## config.mk

```make
export PLATFORM = sky130hd
export DESIGN_NAME = irq_ctrl
export DESIGN_NICKNAME = d
export VERILOG_FILES = /design/src/rtl/irqc_pkg.sv /design/src/rtl/irqc_sync.sv /design/src/rtl/irqc_sense.sv /design/src/rtl/irqc_regs.sv /design/src/rtl/irq_ctrl.sv
export SDC_FILE = /design/constraint.sdc
export NUM_CORES = 1
export LEC_CHECK = 0
export BUFFER_PORTS_ARGS = -buffer_cell sky130_fd_sc_hd__buf_2
export CAP_MARGIN = 0
export CORE_ASPECT_RATIO = 0.9
export CORE_MARGIN = 1
export CORE_UTILIZATION = 55
export CTS_BUF_LIST = sky130_fd_sc_hd__clkbuf_8
export DETAILED_ROUTE_END_ITERATION = 6
export HOLD_SLACK_MARGIN = 0.15
export PLACE_DENSITY = 0.75
export SYNTH_ARGS = -nofsm -noshare
export SYNTH_HDL_FRONTEND = slang
export SYNTH_SLANG_ARGS = --single-unit
```

## constraint.sdc

```tcl
create_clock -name clk_i -period 1.3 [get_ports clk_i]
set_input_delay 0.13 -clock clk_i [delete_from_list [all_inputs] [get_ports clk_i]]
set_output_delay 0.13 -clock clk_i [all_outputs]
set_load 0.01 [all_outputs]
```

## src/rtl/irqc_pkg.sv

```systemverilog
package irqc_pkg;
    localparam int unsigned IRQ_NUM    = 32;
    localparam int unsigned IRQ_ADDR_W = 4;

    // Register word indexes
    localparam logic [IRQ_ADDR_W-1:0] IDX_PEND = 4'd0;
    localparam logic [IRQ_ADDR_W-1:0] IDX_EN   = 4'd2;
    localparam logic [IRQ_ADDR_W-1:0] IDX_ROUTE = 4'd3;
    localparam logic [IRQ_ADDR_W-1:0] IDX_POL  = 4'd4;
    localparam logic [IRQ_ADDR_W-1:0] IDX_TRIG = 4'd5;
    localparam logic [IRQ_ADDR_W-1:0] IDX_MASK = 4'd6;
endpackage

```

## src/rtl/irqc_sync.sv

```systemverilog
module irqc_sync #(
    parameter int unsigned W      = 32,
    parameter int unsigned STAGES = 2
) (
    input  logic         clk_i,
    input  logic         rst_ni,
    input  logic [W-1:0] async_i,
    output logic [W-1:0] sync_o
);
    logic [W-1:0] stage_d [STAGES];
    logic [W-1:0] stage_q [STAGES];

    for (genvar s = 0; s < STAGES; s++) begin : g_stage
        if (s == 0) begin : g_first
            always_comb stage_d[s] = async_i;
        end else begin : g_next
            always_comb stage_d[s] = stage_q[s-1];
        end

        always_ff @(posedge clk_i or negedge rst_ni) begin
            if (!rst_ni) stage_q[s] <= '0;
            else         stage_q[s] <= stage_d[s];
        end
    end

    assign sync_o = stage_q[STAGES-1];
endmodule

```

## src/rtl/irqc_sense.sv

```systemverilog
module irqc_sense #(
    parameter int unsigned W = 32
) (
    input  logic         clk_i,
    input  logic         rst_ni,
    input  logic [W-1:0] lvl_i,
    input  logic [W-1:0] pol_i,
    input  logic [W-1:0] trig_i,
    output logic [W-1:0] evt_o
);
    logic [W-1:0] prev_d, prev_q;
    logic [W-1:0] act_now, act_prev;

    always_comb begin
        prev_d   = lvl_i;
        // polarity 1: high is active; polarity 0: low is active
        act_now  = ~(lvl_i ^ pol_i);
        act_prev = ~(prev_q ^ pol_i);
    end

    for (genvar i = 0; i < W; i++) begin : g_bit
        always_comb begin
            if (trig_i[i]) evt_o[i] = act_now[i] & ~act_prev[i];
            else           evt_o[i] = act_now[i];
        end
    end

    always_ff @(posedge clk_i or negedge rst_ni) begin
        if (!rst_ni) prev_q <= '0;
        else         prev_q <= prev_d;
    end
endmodule

```

## src/rtl/irqc_regs.sv

```systemverilog
module irqc_regs
    import irqc_pkg::*;
#(
    parameter int unsigned W  = 32,
    parameter int unsigned AW = 4
) (
    input  logic          clk_i,
    input  logic          rst_ni,
    input  logic [W-1:0]  evt_i,
    input  logic          wr_en_i,
    input  logic          rd_en_i,
    input  logic [AW-1:0] addr_i,
    input  logic [W-1:0]  wdata_i,
    output logic [W-1:0]  rdata_o,
    output logic [W-1:0]  pend_o,
    output logic [W-1:0]  en_o,
    output logic [W-1:0]  route_o,
    output logic [W-1:0]  pol_o,
    output logic [W-1:0]  trig_o,
    output logic          irq_crit_o,
    output logic          irq_noncrit_o,
    output logic          irq_any_o
);
    typedef struct packed {
        logic [W-1:0] pend;
        logic [W-1:0] en;
        logic [W-1:0] route;
        logic [W-1:0] pol;
        logic [W-1:0] trig;
        logic [W-1:0] rdata;
        logic         crit;
        logic         noncrit;
        logic         any;
    } state_t;

    state_t st_d, st_q;
    logic [W-1:0] masked;
    logic [W-1:0] clr;
    logic [W-1:0] rd_val;
    logic         hit_pend, hit_en, hit_route, hit_pol, hit_trig;

    always_comb begin
        masked    = st_q.pend & st_q.en;
        hit_pend  = wr_en_i && (addr_i == AW'(IDX_PEND));
        hit_en    = wr_en_i && (addr_i == AW'(IDX_EN));
        hit_route = wr_en_i && (addr_i == AW'(IDX_ROUTE));
        hit_pol   = wr_en_i && (addr_i == AW'(IDX_POL));
        hit_trig  = wr_en_i && (addr_i == AW'(IDX_TRIG));
        clr       = hit_pend ? wdata_i : '0;

        case (addr_i)
            AW'(IDX_PEND):  rd_val = st_q.pend;
            AW'(IDX_EN):    rd_val = st_q.en;
            AW'(IDX_ROUTE): rd_val = st_q.route;
            AW'(IDX_POL):   rd_val = st_q.pol;
            AW'(IDX_TRIG):  rd_val = st_q.trig;
            AW'(IDX_MASK):  rd_val = masked;
            default:        rd_val = '0;
        endcase

        st_d       = st_q;
        // a new event outranks a clearing write
        st_d.pend  = (st_q.pend & ~clr) | evt_i;
        if (hit_en)    st_d.en    = wdata_i;
        if (hit_route) st_d.route = wdata_i;
        if (hit_pol)   st_d.pol   = wdata_i;
        if (hit_trig)  st_d.trig  = wdata_i;
        st_d.rdata   = rd_en_i ? rd_val : '0;
        st_d.crit    = |(masked & st_q.route);
        st_d.noncrit = |(masked & ~st_q.route);
        st_d.any     = |masked;
    end

    always_ff @(posedge clk_i or negedge rst_ni) begin
        if (!rst_ni) st_q <= '0;
        else         st_q <= st_d;
    end

    assign rdata_o       = st_q.rdata;
    assign pend_o        = st_q.pend;
    assign en_o          = st_q.en;
    assign route_o       = st_q.route;
    assign pol_o         = st_q.pol;
    assign trig_o        = st_q.trig;
    assign irq_crit_o    = st_q.crit;
    assign irq_noncrit_o = st_q.noncrit;
    assign irq_any_o     = st_q.any;
endmodule

```

## src/rtl/irq_ctrl.sv

```systemverilog
module irq_ctrl
    import irqc_pkg::*;
#(
    parameter int unsigned NUM_SRC     = IRQ_NUM,
    parameter int unsigned ADDR_W      = IRQ_ADDR_W,
    parameter int unsigned SYNC_STAGES = 2
) (
    input  logic               clk_i,
    input  logic               rst_ni,
    input  logic [NUM_SRC-1:0] src_i,
    input  logic               wr_en_i,
    input  logic               rd_en_i,
    input  logic [ADDR_W-1:0]  addr_i,
    input  logic [NUM_SRC-1:0] wdata_i,
    output logic [NUM_SRC-1:0] rdata_o,
    output logic               irq_crit_o,
    output logic               irq_noncrit_o,
    output logic               irq_any_o
);
    logic [NUM_SRC-1:0] sync_w, evt_w, pend_w, en_w, route_w, pol_w, trig_w;

    irqc_sync #(.W(NUM_SRC), .STAGES(SYNC_STAGES)) u_sync (
        .clk_i   (clk_i),
        .rst_ni  (rst_ni),
        .async_i (src_i),
        .sync_o  (sync_w)
    );

    irqc_sense #(.W(NUM_SRC)) u_sense (
        .clk_i  (clk_i),
        .rst_ni (rst_ni),
        .lvl_i  (sync_w),
        .pol_i  (pol_w),
        .trig_i (trig_w),
        .evt_o  (evt_w)
    );

    irqc_regs #(.W(NUM_SRC), .AW(ADDR_W)) u_regs (
        .clk_i         (clk_i),
        .rst_ni        (rst_ni),
        .evt_i         (evt_w),
        .wr_en_i       (wr_en_i),
        .rd_en_i       (rd_en_i),
        .addr_i        (addr_i),
        .wdata_i       (wdata_i),
        .rdata_o       (rdata_o),
        .pend_o        (pend_w),
        .en_o          (en_w),
        .route_o       (route_w),
        .pol_o         (pol_w),
        .trig_o        (trig_w),
        .irq_crit_o    (irq_crit_o),
        .irq_noncrit_o (irq_noncrit_o),
        .irq_any_o     (irq_any_o)
    );
endmodule

```

* Word-level counts from Yosys, hierarchy flattened
Index checks and enable logic that the tools add are counted.
** Operators by class
- Equal/unequal tests :: 5
- Multiplexer cells :: 35
- Shift operators :: 0
- Bitwise gates (word level) :: 75
- Reductions and logical operators :: 9
- $lt $le $gt $ge :: 0
- Divide/modulo/power cells :: 0
- $add $sub $neg :: 0
- $mul :: 0
** Operators with widths (number)
- 32-bit one-hot mux with 6 select lines :: 1
- 32-bit bitwise AND :: 4
- 32-bit NOT :: 4
- 32-bit OR reduction :: 3
- 32-bit 2-to-1 mux :: 2
- 32-bit bitwise XOR :: 2
- 1-bit bitwise AND :: 32
- 1-bit 2-to-1 mux :: 32
- 1-bit NOT :: 32
- 32-bit bitwise OR :: 1
- 4-bit by 3-bit == test with 1-bit output, second input constant :: 3
- 4-bit by 2-bit == test with 1-bit output, second input constant :: 2
- 1-bit logical AND :: 5
- 4-bit logical NOT :: 1
** Storage, ports and cells
- Flip-flop bits (word level) :: 291
- Input port bits :: 72
- Memories :: 0
- Latch bits :: 0
- Memory bits (writable) :: 0
- ROM bits :: 0
- Logic and storage cells :: 136

* Depth between registers and ports, before layout
Gate-level depths: netlist of the first run.
- Depth after elaboration :: 6
- Mapped depth :: 7
- Depth with buffers taken out :: 4

* Modules after synthesis
A second synthesis of the first run with hierarchy kept.
** Unflattened totals
- Cells, all modules :: 977
- Area, all modules :: 12281.8 um^2
** By module, submodules not included
- irqc_regs :: sequential area each 4879.7 um^2, area an instance 9042.4 um^2, times used 1, cells an instance 754
- irqc_sense :: sequential area each 800.8 um^2, area an instance 1637.8 um^2, times used 1, cells an instance 159
- irqc_sync :: sequential area each 1601.5 um^2, area an instance 1601.5 um^2, times used 1, cells an instance 64

* Worst setup path before layout of the first run
Ideal clock, no wire load.
- Path type :: input port to flip-flop
- Start point :: input addr_i[3]
- End point :: register u_regs.st_q, in the netlist u_regs.en_o[10]
- Arrival :: 1337 ps
- Data required time :: 1175 ps
- Library setup time :: 125 ps
- Path slack :: -162 ps
- Stages on the path :: 5
- Cells stage by stage :: buf_6 nor4b_4 nand2_4 buf_6 mux2_4
** Between the ends
- Word-level cells in the longest chain between the ends :: 2
** RTL lines
- start, declared :: RTL line irq_ctrl.sv:13 : input logic [ADDR_W-1:0] addr_i,
- 4-bit by 2-bit == test with 1-bit output :: RTL line irqc_regs.sv:45 : hit_en = wr_en_i && (addr_i == AW'(IDX_EN));
- 1-bit logical AND :: RTL line irqc_regs.sv:45
- end signal, assigned :: RTL line irqc_regs.sv:76 : else st_q <= st_d;
- end, declared :: RTL line irqc_regs.sv:36 : state_t st_d, st_q;
No other way between the ends.
A chain may end at the register's enable or synchronous reset.

==> results by group, run 1 <==
Run status
  • Outcome: finished with violations
  • Violated checks: negative setup slack

Cells and area
  • Diode count: 0
  • Layout cells sized above 1: 38.3%
  • Fillers: 1,396
  • Non-Filler Instances: 1,590
  • # nets final: 1,342
  • Final core utilization: 75.0%
  • Area delta synth->final: 31.6%

STA
  • Final number of setup-violating endpoints: 4
  • Clock skew: 20.4 ps
  • Slew HR: 30.0%
  • Slew @ Worst Pin: 1050 ps
  • Max-slew violations: 0
  • Period minus WS final: 1490 ps
  • Final worst path period share: 114%
  • Max Fclk: 672 MHz
  • RSZ-0062 raised after global routing: yes
  • Final Hold Fails: 0
  • Post-route worst setup slack: -188 ps
  • Hold_ws: 217 ps

Job
  • Max-cap check violation count: 0

Detailed routing
  • Post-route DRC: 0
  • Routed WL: 33,500 um
  • Post-DR wirelength/cell: 21.1 um
  • Vias per cell: 6.00
  • Final ANT Viol Nets: 0
  • Vias: 9,541
  • Initial drt markers: 933
  • Pre-Repair DR Iteration Count: 6

Yosys
  • Ys async rst share: 100%
  • YS warnings: 0
  • Mapped Area: 12,000 um2
  • Largest area contributor in the netlist: dfrtp_1
  • Top cell type's share of synthesized area: 60.4%
  • Syn avg cell area: 12.8 um2
  • Sequential cell area fraction in the yosys report: 60.4%
  • Top-count cell post-synth: dfrtp_1
  • Post-Syn Nets: 1,014
  • Synth unique cells: 40
  • Number of flops mapped to enable cells by yosys: 0
  • Yosys reg bits: 291
  • Main synth FF type: dfrtp_1
  • Cell count after synthesis: 942
  • Most frequent cells after synthesis: dfrtp_1 (291), nand2_1 (124), mux2_2 (107), nand3_1 (97), nor2b_1 (34)
  • Synth top area cells: dfrtp_1 (60%), mux2_2 (10%), nand3_1 (4.0%)

Min path
  • Launch point of the worst hold path: src_i[21]
  • Hold Path Cell Cnt: 2
  • HP Class: in -> reg

Placement
  • PortBufs: 106
  • Placed instance count: 1,434
  • Routability cong.: 0.902
  • Placed wire-length estimate: 22,600 um

Setup path
  • Crit path buffers/inverters: 0
  • Critical path, cell by cell: nand2_1 > nand4_1 > nor4_2 > nand2_1
  • Critical-path top delay cell: dfrtp_1
  • Worst reg2reg path startpoint: u_regs.pend_o[4]$_DFF_PN0_
  • R2r endpoint: u_regs.irq_any_o$_DFF_PN0_
  • Crit path kind: reg -> reg
  • Critical path capture point: u_regs.irq_any_o$_DFF_PN0_
  • Register-to-register setup slack: -190 ps
  • Worst Setup SP: u_regs.pend_o[4]$_DFF_PN0_
  • WP data arrival: 1890 ps
  • R2R depth: 4
  • Most used cell, CP: nand2_1
  • Crit end category: flop
  • Cell family contributing the most delay on the critical path: simple AND/OR/NAND/NOR gates
  • Startpoint Class: flop
  • Largest fanout on the critical path: 5
  • WP depth: 4
  • CP required: 1700 ps
  • CP max stage delay: 460 ps

Global routing
  • GRT overflow: 0
  • Pin count of the biggest net entering global routing: 51
  • First-pass GRT wire length: 53,100 um
  • GRT Total Usage: 31.3%
  • Initial antenna violation count: 0
  • Vias in the first global route: 9,813

Clock tree
  • Clock insertion delay at the later pin of the skew report: 560 ps
  • Clock sink count: 291
  • Clock transition at path regs: 60 ps
  • CTS Root Cell: clkbuf_8
  • CTS Buf Count: 46
  • CTS H-tree depth: 2
  • Clock Tree Buf Depth: 3
  • Clock tree from TritonCTS: done

Floorplan
  • Die height: 142 um
  • Ports: 107
  • Die Width: 158 um
  • Die Footprint: 22,500 um2
  • Core area: 21,100 um2
  • Row cnt: 50
  • Starting Density: 57.0%

Power and ir drop
  • P per Cell Area: 1480 nW/um2
  • VDD IR max: 936 uV
  • Leakage: 7.42 nW
  • Power, Total: 23.5 mW
-- stage by stage --
step	worst slack, ps	setup TNS, ps	area, um2
after floorplan	-162	-4920	12100
after CTS	-113	-219	15800
final	-188	-425	15800
after detailed placement	-384	-38130	14100
after global routing	-170	-670	15800
after global placement	-336	-34270	14100
-- power breakdown --
part           switching [mW]  leakage, nW  internal [mW]
Clock                    3.53        0.542           4.17
Combinational            1.94         3.44           2.49
Sequential               1.14         3.44           10.2
Total                    6.61         7.42           16.9
-- area by class of cell --
| class | instances | area [um2] | share of cell area [%] |
|---|---|---|---|
| clock inverters | 21 | 86.3 | 0.545 |
| well taps | 286 | 358 | 2.26 |
| flip-flops and latches | 291 | 7290 | 46.0 |
| multi-input cells | 606 | 4660 | 29.4 |
| repair buffers | 323 | 2610 | 16.4 |
| clock buffers | 61 | 840 | 5.30 |
| inverters | 2 | 7.51 | 0.0474 |
-- kinds of logic after synthesis --
logic type / synth area share (%)
compound gates: 10.9
buf+inv: 1.98
flops: 60.4
mux: 13.8
simple gates: 12.8
-- metal layers --
layer / vias to the layer above / global-route usage, % / wire (um)
met5: - / 0 / 0
met4: 0 / 11.7 / 938
met3: 86 / 5.94 / 2540
met2: 449 / 49.8 / 15900
met1: 4792 / 42.8 / 14200
li1: 4214 / - / -
-- sequential cells by signal (all words and copies together), names as in the netlist --
register	count
u_regs.irq_crit_o	1
u_sync.stage_d	32
u_regs.pol_o	32
u_regs.pend_o	32
u_regs.route_o	32
u_regs.en_o	32
u_regs.irq_any_o	1
u_sync.sync_o	32
u_regs.irq_noncrit_o	1
u_sense.prev_q	32
u_regs.trig_o	32
u_regs.rdata_o	32
-- layout by cell type, fill, tap and decap left out, types with 16 or more instances in the layout --
cell type,Yosys,layout
clkbuf_8,0,61
buf_2,26,105
dfrtp_1,291,281
a21oi_1,23,22
a222oi_1,23,23
nand3_1,97,95
mux2_2,107,106
nand2_1,124,117
a22o_1,21,21
buf_4,2,125
dlygate4sd3_1,0,67
buf_12,0,20
nand4_1,16,16
mux2_4,30,31
nor2b_1,34,33
a21o_1,17,17
o311ai_0,32,32
-- repair_timing --
action | in CTS | in global routing
setup buffers | 2 | 5
endpoints found under the hold margin | 515 | 0
pin swaps | 12 | 16
setup endpoints to repair | 4 | 36
resized for setup | 19 | 17
hold buffers | 67 | 0
-- worst min-delay path by stage --
| stage | endpoint |
|---|---|
| 5_1_grt | u_sync.stage_d[19]$_DFF_PN0_ |
| 2_1_floorplan | u_regs.en_o[0]$_DFFE_PN0P_ |
| 3_5_place_dp | u_regs.rdata_o[27]$_DFF_PN0_ |
| 4_1_cts | u_sync.stage_d[16]$_DFF_PN0_ |
| 3_3_place_gp | u_regs.rdata_o[27]$_DFF_PN0_ |
| 6_report | u_sync.stage_d[21]$_DFF_PN0_ |
Note: power is estimated with default switching activity, not from simulation.
==> run 2: changes to the inputs <==
--- a/config.mk
+++ b/config.mk
@@ -5,15 +5,15 @@
 export SDC_FILE = /design/constraint.sdc
 export NUM_CORES = 1
 export LEC_CHECK = 0
-export BUFFER_PORTS_ARGS = -buffer_cell sky130_fd_sc_hd__buf_2
 export CAP_MARGIN = 0
 export CORE_ASPECT_RATIO = 0.9
 export CORE_MARGIN = 1
 export CORE_UTILIZATION = 55
 export CTS_BUF_LIST = sky130_fd_sc_hd__clkbuf_8
 export DETAILED_ROUTE_END_ITERATION = 6
+export DONT_BUFFER_PORTS = 1
 export HOLD_SLACK_MARGIN = 0.15
-export PLACE_DENSITY = 0.75
+export PLACE_DENSITY = 0.7
 export SYNTH_ARGS = -nofsm -noshare
 export SYNTH_HDL_FRONTEND = slang
 export SYNTH_SLANG_ARGS = --single-unit
==> results by group, run 2 (synthesized netlist as in run 1, its figures left out) <==
Run status
  • Outcome: finished with violations
  • Violated checks: negative hold slack, negative setup slack

Clock tree
  • Clock Tree Buf Depth: 3 (unchanged)
  • Clock transition at path regs: 70 ps (about the same)
  • Clock sink count: 291 (unchanged)
  • Clock insertion delay at the later pin of the skew report: 570 ps (about the same)
  • CTS Buf Count: 47 (+2.2%)
  • CTS Root Cell: clkbuf_8
  • Clock tree from TritonCTS: done
  • CTS H-tree depth: 2 (unchanged)

Detailed routing
  • Met2 WL: 15,800 um (-0.61%)
  • Post-route DRC: 0 (unchanged)
  • Vias: 9,218 (-3.4%)
  • Max layer used: met5
  • Initial drt markers: 992 (+6.3%)
  • Pre-Repair DR Iteration Count: 6 (unchanged)
  • M1 wire length: 14,200 um (+0.43%)
  • Met3 wire length: 3080 um (+21%)
  • Vias per cell: 6.22 (+3.6%)
  • Post-DR wirelength/cell: 23.1 um (+9.6%)
  • Final ANT Viol Nets: 0 (unchanged)
  • Routed WL: 34,300 um (+2.2%)

Floorplan
  • Die Footprint: 22,500 um2 (unchanged)
  • Core area: 21,100 um2 (unchanged)
  • Die height: 142 um (unchanged)
  • Row cnt: 50 (unchanged)
  • Die Width: 158 um (unchanged)
  • Ports: 107 (unchanged)
  • Starting Density: 57.0% (unchanged)

Global routing
  • Pin count of the biggest net entering global routing: 292 (+470%)
  • Vias in the first global route: 9,311 (-5.1%)
  • GRT Total Usage: 31.0% (-0.24 points)
  • First-pass GRT wire length: 52,500 um (-1.2%)
  • GRT overflow: 0 (unchanged)
  • Initial antenna violation count: 6 (+6)

Setup path
  • Crit end category: flop
  • R2R depth: 5 (+1)
  • CP required: 1740 ps (+40 ps)
  • Largest fanout on the critical path: 3 (-2)
  • Startpoint Class: flop
  • WP data arrival: 1820 ps (-70 ps)
  • Crit path kind: reg -> reg

STA
  • Post-route worst setup slack: -85.5 ps (+102 ps)
  • Slew HR: 33.1% (+3.2 points)
  • Max Fclk: 722 MHz (+7.4%)
  • Max-slew violations: 0 (unchanged)
  • Period minus WS final: 1390 ps (-102 ps)
  • Hold_ws: -738 ps (-955 ps)
  • RSZ-0062 raised after global routing: yes
  • Final worst path period share: 107% (-7.9 points)
  • Final number of setup-violating endpoints: 1 (-3)
  • Slew @ Worst Pin: 999 ps (-47.2 ps)
  • Final Hold Fails: 298 (+298)
  • Sum Neg Setup Slack: -85.5 ps (+340 ps)
  • Clock skew: 10.3 ps (-10.1 ps)

Placement
  • PortBufs: 0 (-100%)
  • DP Area: 13,100 um2 (-7.0%)
  • Routability cong.: 0.945 (+4.7%)
  • Placed wire-length estimate: 21,000 um (-6.7%)
  • Dpl ws: -156 ps (+229 ps)

Cells and area
  • Final Instance Area: 15,300 um2 (-3.2%)
  • Area delta synth->final: 27.4%
  • Area of the multi-input gates: 4650 um2 (-0.11%)
  • Most frequent cells in the layout: dfrtp_1 (288), nand2_1 (120), mux2_2 (106)
  • Fillers: 1,460 (+4.6%)
  • Layout cells sized above 1: 28.6% (-9.7 points)
  • Sequential cell area: 7290 um2 (-0.12%)
  • # nets final: 1,229 (-8.4%)
  • Final core utilization: 72.6% (-2.4 points)
  • Commonest non-fill, non-tap cell in the layout: dfrtp_1

Job
  • Max-cap check violation count: 0 (unchanged)

Power and ir drop
  • Leakage: 6.92 nW (-6.8%)
  • VDD IR max: 1180 uV (+26%)
  • P per Cell Area: 1530 nW/um2 (+3.0%)
  • Power, Total: 23.4 mW (-0.28%)

Min path
  • HP Class: in -> async
==> run 2: cell count changes in the layout (fill, tap and decap cells not counted), moves of 7 or more <==
| cell | before | now |
|---|---|---|
| buf_2 | 105 | 0 |
| dlygate4sd3_1 | 67 | 105 |
| dfrtp_2 | 10 | 3 |
| dfrtp_1 | 281 | 288 |
| buf_12 | 20 | 11 |
| buf_4 | 125 | 79 |
==> run 2: worst paths after layout <==
kind | endpoint | startpoint | slack, ps
min in group clk_i | u_regs.rdata_o[31]$_DFF_PN0_ | addr_i[1] | -110
max in group asynchronous | u_regs.trig_o[11]$_DFFE_PN0P_ | rst_ni | 1600
max | u_regs.irq_crit_o$_DFF_PN0_ | u_regs.pend_o[7]$_DFF_PN0_ | -90
max reg2reg | u_regs.irq_crit_o$_DFF_PN0_ | u_regs.pend_o[7]$_DFF_PN0_ | -90
min | u_regs.pol_o[23]$_DFFE_PN0P_ | rst_ni | -740
min reg2reg | u_sync.sync_o[20]$_DFF_PN0_ | u_sync.stage_d[20]$_DFF_PN0_ | 330
==> run 2: through the flow <==
step,hold WS (ps),cells
after CTS,-760,1473
final,-738,1483
after detailed placement,-152,1284
after global routing,-757,1482
after global placement,-150,1284
after floorplan,-166,942
==> run 2: metal layers <==
metal,vias to the layer above,global-route usage [%]
met2,484,48.1
met4,2,13.3
met3,98,6.85
met1,4632,42.2
met5,-,0.680
li1,4002,-
==> run 2: worst max-delay path, stage by stage (launching register included) <==
cell and delay (ps):
dfrtp_1 380, buf_4 150, nand3_2 60, nand4_1 150
nor4_2 410, nand2_1 110
==> run 2: where the power goes <==
group | switching (mW) | internal [mW]
clock network | 3.58 | 4.56
registers | 1.23 | 10.2
logic | 1.60 | 2.23
total | 6.41 | 17.0
==> run 2: what timing repair did <==
item / CTS / global route
cloned: 0 / 2
endpoints found under the setup margin: 5 / 22
pin swaps: 10 / 14
gates resized for setup: 10 / 26
setup buffers: 0 / 6
endpoints found under the hold margin: 515 / 321
hold buffers: 107 / 1
==> run 2: area by class of cell <==
class	instances	area share (%)
timing repair buffer	209	13.4
clock inverter	27	1.28
tap	286	2.33
clock buffer	57	5.11
sequential	291	47.5
antenna	5	0.0815
multi-input combinational	606	30.3
inverter	2	0.0489
